[src/rtl/ccu_pkg.sv]
package ccu_pkg;
  localparam int BIT_CEN = 0;
  localparam int BIT_CFL = 3;
  localparam int BIT_LEN = 4;
  localparam int BIT_LFL = 5;
  localparam int BIT_POL = 6;
  localparam int BIT_CNE = 7;
  localparam int BIT_CLR = 8;
  localparam int BIT_SFL = 16;
  localparam int NUM_EV  = 2;

  typedef enum logic [1:0] {
    ST_INIT = 2'd0,
    ST_IDLE = 2'd1,
    ST_WAIT = 2'd2
  } seq_st_t;
endpackage

[src/rtl/ccu_ctrl_reg.sv]
module ccu_ctrl_reg
  import ccu_pkg::*;
(
  input  logic        clk,
  input  logic        rst,
  input  logic        wr_en,
  input  logic [31:0] wr_data,
  input  logic        busy,
  output logic        en_q,
  output logic        lb_q,
  output logic        pol_q,
  output logic        cnten_q,
  output logic        cflush_q,
  output logic        lflush_q,
  output logic        sflush_q,
  output logic        err_q,
  output logic        clr_req,
  output logic        kick
);
  logic acc, n_en, n_lb, c_fl, l_fl, s_fl, chg;

  always_comb begin
    acc     = wr_en & ~busy;
    n_en    = wr_data[BIT_CEN];
    n_lb    = wr_data[BIT_LEN];
    c_fl    = acc & (wr_data[BIT_CFL] | (en_q & ~n_en));
    l_fl    = acc & (wr_data[BIT_LFL] | (lb_q & ~n_lb));
    s_fl    = acc & wr_data[BIT_SFL];
    chg     = acc & ((n_en ^ en_q) | (n_lb ^ lb_q));
    kick    = c_fl | l_fl | s_fl | chg;
    clr_req = acc & wr_data[BIT_CLR];
  end

  always_ff @(posedge clk) begin
    if (rst) begin
      en_q     <= 1'b1;
      lb_q     <= 1'b1;
      pol_q    <= 1'b0;
      cnten_q  <= 1'b1;
      cflush_q <= 1'b0;
      lflush_q <= 1'b0;
      sflush_q <= 1'b0;
      err_q    <= 1'b0;
    end else begin
      cflush_q <= c_fl;
      lflush_q <= l_fl;
      sflush_q <= s_fl;
      err_q    <= wr_en & busy;
      if (acc) begin
        en_q    <= n_en;
        lb_q    <= n_lb;
        pol_q   <= wr_data[BIT_POL];
        cnten_q <= wr_data[BIT_CNE];
      end
    end
  end
endmodule

[src/rtl/ccu_seq.sv]
module ccu_seq
  import ccu_pkg::*;
#(
  parameter int RST_CYC = 4,
  parameter int TMO_CYC = 64
) (
  input  logic clk,
  input  logic rst,
  input  logic kick,
  input  logic done,
  output logic busy_q
);
  localparam int MAXC = (RST_CYC > TMO_CYC) ? RST_CYC : TMO_CYC;
  localparam int TW   = $clog2(MAXC) + 1;

  seq_st_t        st;
  logic [TW-1:0]  tmr;

  always_ff @(posedge clk) begin
    if (rst) begin
      st     <= ST_INIT;
      tmr    <= TW'(RST_CYC - 1);
      busy_q <= 1'b1;
    end else begin
      case (st)
        ST_INIT: begin
          if (tmr == '0) begin
            st     <= ST_IDLE;
            busy_q <= 1'b0;
          end else begin
            tmr <= tmr - 1'b1;
          end
        end
        ST_IDLE: begin
          if (kick) begin
            st     <= ST_WAIT;
            busy_q <= 1'b1;
            tmr    <= TW'(TMO_CYC - 1);
          end
        end
        ST_WAIT: begin
          if (done || tmr == '0) begin
            st     <= ST_IDLE;
            busy_q <= 1'b0;
          end else begin
            tmr <= tmr - 1'b1;
          end
        end
        default: begin
          st     <= ST_IDLE;
          busy_q <= 1'b0;
        end
      endcase
    end
  end
endmodule

[src/rtl/ccu_sat_cnt.sv]
module ccu_sat_cnt #(
  parameter int W = 32
) (
  input  logic         clk,
  input  logic         rst,
  input  logic         clr,
  input  logic         inc,
  output logic [W-1:0] q
);
  always_ff @(posedge clk) begin
    if (rst || clr) begin
      q <= '0;
    end else if (inc && (q != '1)) begin
      q <= q + 1'b1;
    end
  end
endmodule

[src/rtl/cache_ctl_unit.sv]
module cache_ctl_unit
  import ccu_pkg::*;
#(
  parameter int CNT_W   = 32,
  parameter int RST_CYC = 4,
  parameter int TMO_CYC = 64
) (
  input  logic             clk,
  input  logic             rst,
  input  logic             wr_en,
  input  logic [31:0]      wr_data,
  output logic [31:0]      ctrl_rdata,
  output logic [1:0]       stat_o,
  output logic             wr_err_o,
  input  logic             hit_pulse,
  input  logic             miss_pulse,
  input  logic             cache_done,
  output logic [CNT_W-1:0] hit_cnt,
  output logic [CNT_W-1:0] miss_cnt,
  output logic             cache_en_o,
  output logic             lb_en_o,
  output logic             policy_o,
  output logic             cache_flush_o,
  output logic             lb_flush_o,
  output logic             sec_flush_o
);
  logic en_q, lb_q, pol_q, cnten_q, clr_req, kick, busy_q;
  logic [NUM_EV-1:0]       ev;
  logic [CNT_W-1:0]        cnt_q [NUM_EV];

  ccu_ctrl_reg u_reg (
    .clk      (clk),
    .rst      (rst),
    .wr_en    (wr_en),
    .wr_data  (wr_data),
    .busy     (busy_q),
    .en_q     (en_q),
    .lb_q     (lb_q),
    .pol_q    (pol_q),
    .cnten_q  (cnten_q),
    .cflush_q (cache_flush_o),
    .lflush_q (lb_flush_o),
    .sflush_q (sec_flush_o),
    .err_q    (wr_err_o),
    .clr_req  (clr_req),
    .kick     (kick)
  );

  ccu_seq #(.RST_CYC(RST_CYC), .TMO_CYC(TMO_CYC)) u_seq (
    .clk    (clk),
    .rst    (rst),
    .kick   (kick),
    .done   (cache_done),
    .busy_q (busy_q)
  );

  assign ev = {miss_pulse, hit_pulse};

  for (genvar i = 0; i < NUM_EV; i++) begin : g_cnt
    ccu_sat_cnt #(.W(CNT_W)) u_cnt (
      .clk (clk),
      .rst (rst),
      .clr (clr_req),
      .inc (ev[i] & cnten_q),
      .q   (cnt_q[i])
    );
  end

  assign hit_cnt    = cnt_q[0];
  assign miss_cnt   = cnt_q[1];
  assign cache_en_o = en_q;
  assign lb_en_o    = lb_q;
  assign policy_o   = pol_q;
  assign stat_o     = {busy_q, en_q};

  always_comb begin
    ctrl_rdata          = '0;
    ctrl_rdata[BIT_CEN] = en_q;
    ctrl_rdata[BIT_LEN] = lb_q;
    ctrl_rdata[BIT_POL] = pol_q;
    ctrl_rdata[BIT_CNE] = cnten_q;
  end
endmodule

[config.mk]
export PLATFORM = sky130hd
export DESIGN_NAME = cache_ctl_unit
export DESIGN_NICKNAME = d
export VERILOG_FILES = /design/src/rtl/ccu_pkg.sv /design/src/rtl/ccu_ctrl_reg.sv /design/src/rtl/ccu_seq.sv /design/src/rtl/ccu_sat_cnt.sv /design/src/rtl/cache_ctl_unit.sv
export SDC_FILE = /design/constraint.sdc
export NUM_CORES = 1
export LEC_CHECK = 0
export BUFFER_PORTS_ARGS = -buffer_cell sky130_fd_sc_hd__buf_2
export CAP_MARGIN = 10
export CORE_MARGIN = 2
export CORE_UTILIZATION = 52
export DETAILED_ROUTE_END_ITERATION = 8
export GPL_TIMING_DRIVEN = 1
export PLACE_DENSITY = 0.81
export SLEW_MARGIN = 20
export SYNTH_ARGS = -nofsm -noshare
export SYNTH_HDL_FRONTEND = slang
export SYNTH_HIERARCHICAL = 1
export SYNTH_SLANG_ARGS = --single-unit
[constraint.sdc]
create_clock -name clk -period 2.7 [get_ports clk]
set_input_delay 0.405 -clock clk [delete_from_list [all_inputs] [get_ports clk]]
set_output_delay 0.405 -clock clk [all_outputs]
set_load 0.02 [all_outputs]
======== After elaboration in Yosys (flattened, before gate mapping) ========
Cells that the tools add are included.
W data, S select, Z words.
word-level totals
  output and inout bits ................... 105
  logic and storage cells ................. 68
  flip-flop bits (word level) ............. 82
cells by class
  bitwise gates (word level) .............. 22
  $add $sub $neg .......................... 3
  equal/unequal tests ..................... 9
  muxes and demuxes ....................... 12
  reduce and logical (&&, ||, !) cells .... 9
operator list
  cell                     number
  $add A32 B1 Y32 const B  2
  $ne A32 B32 Y1 const B   2
  $mux W7                  3
  $pmux W7 S3              1
  $and A1 B1 Y1            11
  $logic_not A7 Y1         1
  $sub A7 B1 Y7 const B    1
  $mux W2                  3
  $ne A2 B2 Y1 const B     3
  $or A1 B1 Y1             6
  $pmux W2 S3              1
  $ne A2 B1 Y1 const B     2
  $reduce_and A4 Y1        1
  $mux W1                  3
  $not A1 Y1               3
  $pmux W1 S3              1
  $reduce_and A3 Y1        1
  $reduce_bool A3 Y1       1
  $eq A2 B1 Y1 const B     1
  $eq A2 B2 Y1 const B     1
  $logic_and A1 B1 Y1      2
  $logic_not A2 Y1         1
  $logic_or A1 B1 Y1       2
  $xor A1 B1 Y1            2

======== Logic depth before layout (Yosys ltp) ========
Gate-level depths: netlist of run 1.
  depth in word-level cells ............... 9
  depth in mapped cells ................... 9
  depth with buffers taken out ............ 8

======== By module ========
The synthesis of run 1 kept the hierarchy.
modules (own cells, without submodules)
  module          sequential area each (µm²)  instances  cells each  area each (µm²)
  ccu_sat_cnt     640.6                       2          189         1681.6
  ccu_seq         200.2                       1          59          538.0
  ccu_ctrl_reg    160.2                       1          36          351.6
  cache_ctl_unit  0.0                         1          37          271.5

======== Least setup slack after synthesis of run 1 ========
No wires, ideal clock.
  kind .................................... reg-to-reg
  start ................................... register g_cnt[0].u_cnt.q[0]
  end ..................................... register g_cnt[0].u_cnt.q[1]
  data required time ...................... 2.570 ns
  path buffers ............................ 2
  setup time .............................. 0.130 ns
  arrival time ............................ 1.899 ns
  period minus slack after synthesis ...... 2.029 ns
  slack ................................... 0.671 ns
  stages on the path, launching flop included .. 9
  path through ............................ dfxtp_1 -> ha_1 -> and3_2 -> nand4_2 -> o31ai_4 -> buf_6 -> buf_6 -> mux2i_1 -> nor2_1
on the way
  cells in the longest elaborated chain, start to end .. 2
ends and longest elaborated chain
  element                                                  line               text
  start, declared                                          ccu_sat_cnt.sv:8   output logic [W-1:0] q
  start signal, assigned                                   ccu_sat_cnt.sv:14  q <= q + 1'b1;
  branches (longest 2 deep; another with $add A32 B1 Y32)  n/a
Several ways; the timed one is not identified.
A chain may end at the register's enable or synchronous reset.

======== Worst setup path after layout of run 1 ========
  start ................................... register g_cnt[1].u_cnt.q[0]
  end ..................................... register g_cnt[1].u_cnt.q[17]
on the way
  cells in the longest elaborated chain, start to end .. 2
ends and longest elaborated chain
  element                                                  line
  start, declared                                          ccu_sat_cnt.sv:8
  start signal, assigned                                   ccu_sat_cnt.sv:14
  branches (longest 2 deep; another with $add A32 B1 Y32)  n/a
Several ways; the timed one is not identified.

==> summary.md, run 1 <==
| Metric | Value |
|---|---|
| P_leak | 1.89 nW |
| Core Box Area | 8590 um2 |
| WL/cell | 14.3 um |
| Seq pwr share | 0.516 |
| Clk root buf | clkbuf_8 |
| Drt total wl | 9970 um |
| Max Fclk | 0.441 GHz |
| Non-filler cells, final | 699 |
| Synthesized flop and latch total | 82 |
| CP required | 2900 ps |
| Cell Area, Synth | 4520 um2 |
| Post-CTS setup buffers | 0 |
| Clock power frac | 0.347 |
| RSZ-0062 raised after global routing | false |
| Ports | 143 |
| Syn Inst Count | 510 |
| Storage cell area | 1640 um2 |
| Fin. max-slew vios | 0 |
| Post-cts gate resize count | 0 |
| Setup violations, final | 0 |
| Clock skew | 12.2 ps |
| Crit path kind | reg -> reg |
| TritonRoute pass-1 iters | 4 |
| Post-synth top area cell | dfxtp_1 |
| Worst r2r path cells | 6 |
| Hold Path Class | in -> reg |
| Seq/Total Area, Yosys | 0.363 |
| Worst vdd ir | 261 uV |
| IO Port Bufs | 90 |
| Net Switching | 715 uW |
| Synth async-reset ratio | 0 |
| Final Hold Fails | 0 |
| Worst hold slack | 274 ps |
| CTS Hold Buffers Added | 0 |
| Crit share post-route | 0.839 |
| Clock buffer depth | 2 |
| Worst-Skew Late Latency | 340 ps |
| Primary FF master, synth | dfxtp_1 |
| Startpoint Class | flip-flop |
| Worst-path fanout max | 16 |
| GRT overflow | 0 |
| GPL Wtd Cong | 0.833 |
| Share of layout cells above drive strength 1 | 0.296 |
| Min Tclk post-route | 2270 ps |
| Fin area | 5000 um2 |
| Net count, final | 629 |
| Count of different cell masters after synthesis | 63 |
| Gate power share | 0.137 |
| Most frequent cells in the layout | 90 x buf_2, 82 x dfxtp_1, 48 x a21oi_1 |
| Setup TNS | 0 ps |
| Count of standard-cell rows | 34 |
| First-pass GRT wire length | 16,400 um |
| Cts bufs inserted | 9 |
| Number of synthesized flops with an enable pin | 0 |
| Area Overhead vs Synth | 10.5% |
| Dpl cell area | 4800 um2 |
| CTS tree | yes |
| Int Pwr | 1.83 mW |
| Vias per cell | 5.82 |
| Die ar. | 9460 um2 |
| Detail Route Antenna Nets | 0 |
| Worst slew margin | 0.516 |
| Die Y | 97.3 um |
| Tot GR Track Use | 0.203 |
| Fillers | 789 |
| DP HPWL | 7120 um |
| Number of max-cap violations | 0 |
| Syn Area/Cell | 8.87 um2 |
| Synth area leaders | dfxtp_1 36%, buf_4 5.6%, a21oi_1 5.3% |
| Antenna diodes | 0 |
| Hold Path Stages | 3 |
| Area occupied by multi-input gates | 2500 um2 |
| Reg clk slew, reported paths | 80 ps |
| Width of the chip | 97.3 um |
| Clk sinks | 82 |
| Synthesis warning total | 6 |
| Number of global-route vias before repair | 3,603 |
| Initial core utilization | 0.526 |
| Crit path DAT | 2460 ps |
| DRC | 0 |
| Initial antenna violation count | 0 |
| DP Cell Count | 683 |
| PnR Total Power | 2.55 mW |
| Commonest non-fill, non-tap cell in the layout | buf_2 |
| Outcome | complete, no violations |
| Largest net degree at the start of global routing | 33 |
| DR iter-0 viols | 120 |
| Yosys top cell area share | 0.363 |
| Switching Share | 0.281 |
| Setup crit end kind | flip-flop |
| Vias | 4,065 |
| Pwr Density | 509 nW/um2 |
| Measured slew at the worst slew-check pin | 715 ps |
| Htree depth | 3 |
-- metrics by stage --
| stage | setup slack, ps | util |
|---|---|---|
| after CTS | 457 | 0.582 |
| after detailed placement | 496 | 0.559 |
| after global placement | 550 | 0.559 |
| after global routing | 274 | 0.582 |
| final | 434 | 0.582 |
| after floorplan | 671 | - |
-- logic make-up (layout without fill, tap and decap cells) --
| logic type | count (synthesis) | count (layout) | synth area share |
|---|---|---|---|
| xor+xnor | 4 | 4 | 0.00774 |
| compound gates | 146 | 146 | 0.224 |
| fa+ha+maj | 5 | 5 | 0.0138 |
| other cells | 1 | 28 | 0.000829 |
| mux | 3 | 3 | 0.00691 |
| flops | 82 | 82 | 0.363 |
| buf+inv | 71 | 125 | 0.108 |
| simple gates | 198 | 198 | 0.276 |
-- synth_stat cells, drive strengths merged (6+ instances only) --
cell type	count
a21oi	64
and2	6
and3	9
and4	14
buf	45
clkbuf	7
dfxtp	82
inv	17
nand2	36
nand3	25
nand4	18
nor2	13
o21ai	39
o31ai	22
or3	40
or4	20
-- power by group through the flow --
stage               combinational (mW)  clock [mW]  sequential, mW
floorplan                        0.320           0            1.34
global placement                 0.330           0            1.34
detailed placement               0.345           0            1.34
CTS                              0.347       0.904            1.31
global route                     0.385       0.956            1.32
finish                           0.348       0.884            1.31
-- layer usage --
metal	GRT usage	vias to the layer above	part of all wire
met5	0	-	0
met2	0.349	115	0.49
met3	0.0338	9	0.049
met4	0.0609	0	0.010
li1	-	2002	-
met1	0.263	1939	0.45
-- worst max-delay path, cell delays in order (launching register included) --
cell,delay (ps)
dfxtp_1,440
ha_1,230
and3_2,230
nand2_1,210
o311ai_4,710
or3_2,250
a21oi_2,60
-- registers in the layout, indices dropped and copies added (netlist names) --
signal	count
u_reg/pol_q	1
u_reg/cnten_q	1
u_reg/en_q	1
u_reg/cflush_q	1
u_reg/sflush_q	1
u_seq/st	2
u_reg/err_q	1
u_seq/busy_q	1
g_cnt.u_cnt/q	64
u_seq/tmr	7
u_reg/lflush_q	1
u_reg/lb_q	1
-- final cells by class --
cell class,instances,share of cell area
clock buffer,11,0.0283
clock inverter,5,0.0108
inverter,17,0.0128
multi-input combinational,384,0.499
sequential,82,0.328
tap,108,0.0270
timing repair buffer,92,0.0931
-- worst paths after layout --
kind	from	endpoint	slack (ps)
max	g_cnt[1].u_cnt/q[0]	g_cnt[1].u_cnt/q[17]	430
max reg2reg	g_cnt[1].u_cnt/q[0]	g_cnt[1].u_cnt/q[17]	430
min	wr_data[7]	u_reg/cnten_q	270
min reg2reg	g_cnt[0].u_cnt/q[7]	g_cnt[0].u_cnt/q[7]	500
No activity file was read; power rests on OpenSTA's default activity.
==> run 2: changes to the inputs <==
- clock period: 2.7 -> 2.1 ns (I/O delays scaled with it)
==> summary.md, run 2 (synthesized netlist as in run 1, its figures left out) <==
| Metric | Value |
|---|---|
| Reg clk slew, reported paths | 80 ps (about the same) |
| Reg2reg setup slack | 120 ps (was 430 ps) |
| Largest net degree at the start of global routing | 33 (unchanged) |
| Clk root buf | clkbuf_8 (unchanged) |
| Crit path kind | reg -> reg (unchanged) |
| GPL Wtd Cong | 0.831 (was 0.833) |
| Pwr Density | 677 nW/um2 (was 509 nW/um2) |
| Count of standard-cell rows | 34 (unchanged) |
| Net Switching | 898 uW (was 715 uW) |
| Seq pwr share | 0.477 (was 0.516) |
| Worst hold slack | 187 ps (was 274 ps) |
| Net count, final | 646 (was 629) |
| Worst-path fanout max | 16 (unchanged) |
| Min Tclk post-route | 1980 ps (was 2270 ps) |
| DR iter-0 viols | 234 (was 120) |
| Antenna diodes | 0 (unchanged) |
| DP Cell Count | 699 (was 683) |
| Storage cell area | 1640 um2 (about the same) |
| Number of global-route vias before repair | 3,830 (was 3,603) |
| Die Y | 97.3 um (unchanged) |
| Vias | 4,093 (was 4,065) |
| Clock power frac | 0.380 (was 0.347) |
| Clk sinks | 82 (unchanged) |
| Share of layout cells above drive strength 1 | 0.321 (was 0.296) |
| Number of max-cap violations | 0 (unchanged) |
| Gate power share | 0.143 (was 0.137) |
| Setup violations, final | 0 (unchanged) |
| Max reg flops | 64 (unchanged) |
| Commonest non-fill, non-tap cell in the layout | buf_2 (unchanged) |
| Worst-Skew Late Latency | 340 ps (about the same) |
| DP HPWL | 7310 um (was 7120 um) |
| Hold Path Class | in -> reg (unchanged) |
| Core Box Area | 8590 um2 (unchanged) |
| Initial antenna violation count | 0 (unchanged) |
| Initial core utilization | 0.526 (unchanged) |
| IO Port Bufs | 90 (unchanged) |
| Worst slew margin | 0.514 (was 0.516) |
| Max Fclk | 0.506 GHz (was 0.441 GHz) |
| Final Hold Fails | 0 (unchanged) |
| Crit share post-route | 0.941 (was 0.839) |
| Fillers | 746 (was 789) |
| Detail Route Antenna Nets | 0 (unchanged) |
| GRT overflow | 0 (unchanged) |
| Drt total wl | 10,200 um (was 9970 um) |
| Startpoint Class | flip-flop (unchanged) |
| Vias per cell | 5.74 (was 5.82) |
| First-pass GRT wire length | 17,300 um (was 16,400 um) |
| Width of the chip | 97.3 um (unchanged) |
| Worst vdd ir | 304 uV (was 261 uV) |
| Area Overhead vs Synth | 14.7% (was 10.5%) |
| Outcome | complete, no violations (unchanged) |
| CP required | 2290 ps (was 2900 ps) |
| DRC | 0 (unchanged) |
| Clock buffer depth | 2 (unchanged) |
| Htree depth | 3 (unchanged) |
| Non-filler cells, final | 713 (was 699) |
| Tot GR Track Use | 0.214 (was 0.203) |
| Clock skew | 10.1 ps (was 12.2 ps) |
| P_leak | 1.99 nW (was 1.89 nW) |
| Cts bufs inserted | 9 (unchanged) |
| CTS tree | yes (unchanged) |
| Largest regs | g_cnt.u_cnt/q x64, u_seq/tmr x7, u_seq/st x2 (unchanged) |
| Switching Share | 0.256 (was 0.281) |
| WL/cell | 14.3 um (about the same) |
| Most frequent cells in the layout | 90 x buf_2, 81 x dfxtp_1, 48 x a21oi_1 (was 90 x buf_2, 82 x dfxtp_1, 48 x a21oi_1) |
| Crit path DAT | 2170 ps (was 2460 ps) |
| Area occupied by multi-input gates | 2510 um2 (was 2500 um2) |
| Measured slew at the worst slew-check pin | 729 ps (was 715 ps) |
| Ports | 143 (unchanged) |
| Int Pwr | 2.61 mW (was 1.83 mW) |
| Fin. max-slew vios | 0 (unchanged) |
| Setup crit end kind | flip-flop (unchanged) |
| TritonRoute pass-1 iters | 5 (was 4) |
| Reg with most FFs | g_cnt.u_cnt/q (unchanged) |
| Die ar. | 9460 um2 (unchanged) |
## run 2: cell count changes in the layout (fill, tap and decap cells not counted), sizes merged
cell,before,now
clkbuf,11,10
buf,92,109
clkinv,4,0
bufinv,1,3
## run 2: worst paths after layout
check | from | end | cells past startpoint
worst min-delay path | wr_data[7] | u_reg/cnten_q | 3
worst max-delay path | g_cnt[0].u_cnt/q[16] | g_cnt[0].u_cnt/q[21] | 6
worst max register to register | g_cnt[0].u_cnt/q[16] | g_cnt[0].u_cnt/q[21] | 6
worst min register to register | g_cnt[0].u_cnt/q[7] | g_cnt[0].u_cnt/q[7] | 2
## run 2: critical path, cell delays in order, from the launching register on
cell	delay (ps)
dfxtp_1	440
nand2_2	110
or4_4	590
o311ai_4	230
buf_4	250
or3_2	140
a21oi_1	60
## run 2: stage by stage
| step | utilization | total power, mW | setup WS (ps) | TNS (ps) | instance area (um2) |
|---|---|---|---|---|---|
| floorplan | - | 2.13 | 71.1 | 0 | 4630 |
| global placement | 0.574 | 2.18 | 211 | 0 | 4930 |
| detailed placement | 0.574 | 2.21 | 149 | 0 | 4930 |
| CTS | 0.601 | 3.54 | 82.9 | 0 | 5160 |
| global route | 0.604 | 3.66 | -3.18 | -3.18 | 5190 |
| finish | 0.604 | 3.51 | 124 | 0 | 5190 |
## run 2: power by group through the flow
stage               Clock (mW)  Sequential [mW]  Combinational, mW
floorplan                    0             1.72              0.411
global placement             0             1.71              0.477
detailed placement           0             1.71              0.495
CTS                       1.36             1.68              0.496
global route              1.42             1.69              0.548
finish                    1.33             1.68              0.502
## run 2: layout make-up
class,count,area share
Clock buffer,10,0.0265
Inverter,17,0.0123
Tap cell,108,0.0260
Timing Repair Buffer,109,0.117
Sequential cell,82,0.317
Clock inverter,3,0.0174
Multi-Input combinational cell,384,0.484
## run 2: repair_timing
action,in CTS,in global routing
setup buffers,0,1
setup endpoints to repair,0,11
hold buffers,0,0
resized for setup,0,4
## run 2: per-layer routing
metal,vias up,share of wire,global-route usage
met2,106,0.49,0.358
met5,-,0,0
met3,8,0.046,0.0367
met1,1949,0.46,0.280
met4,0,0.0073,0.0791
li1,2030,-,-
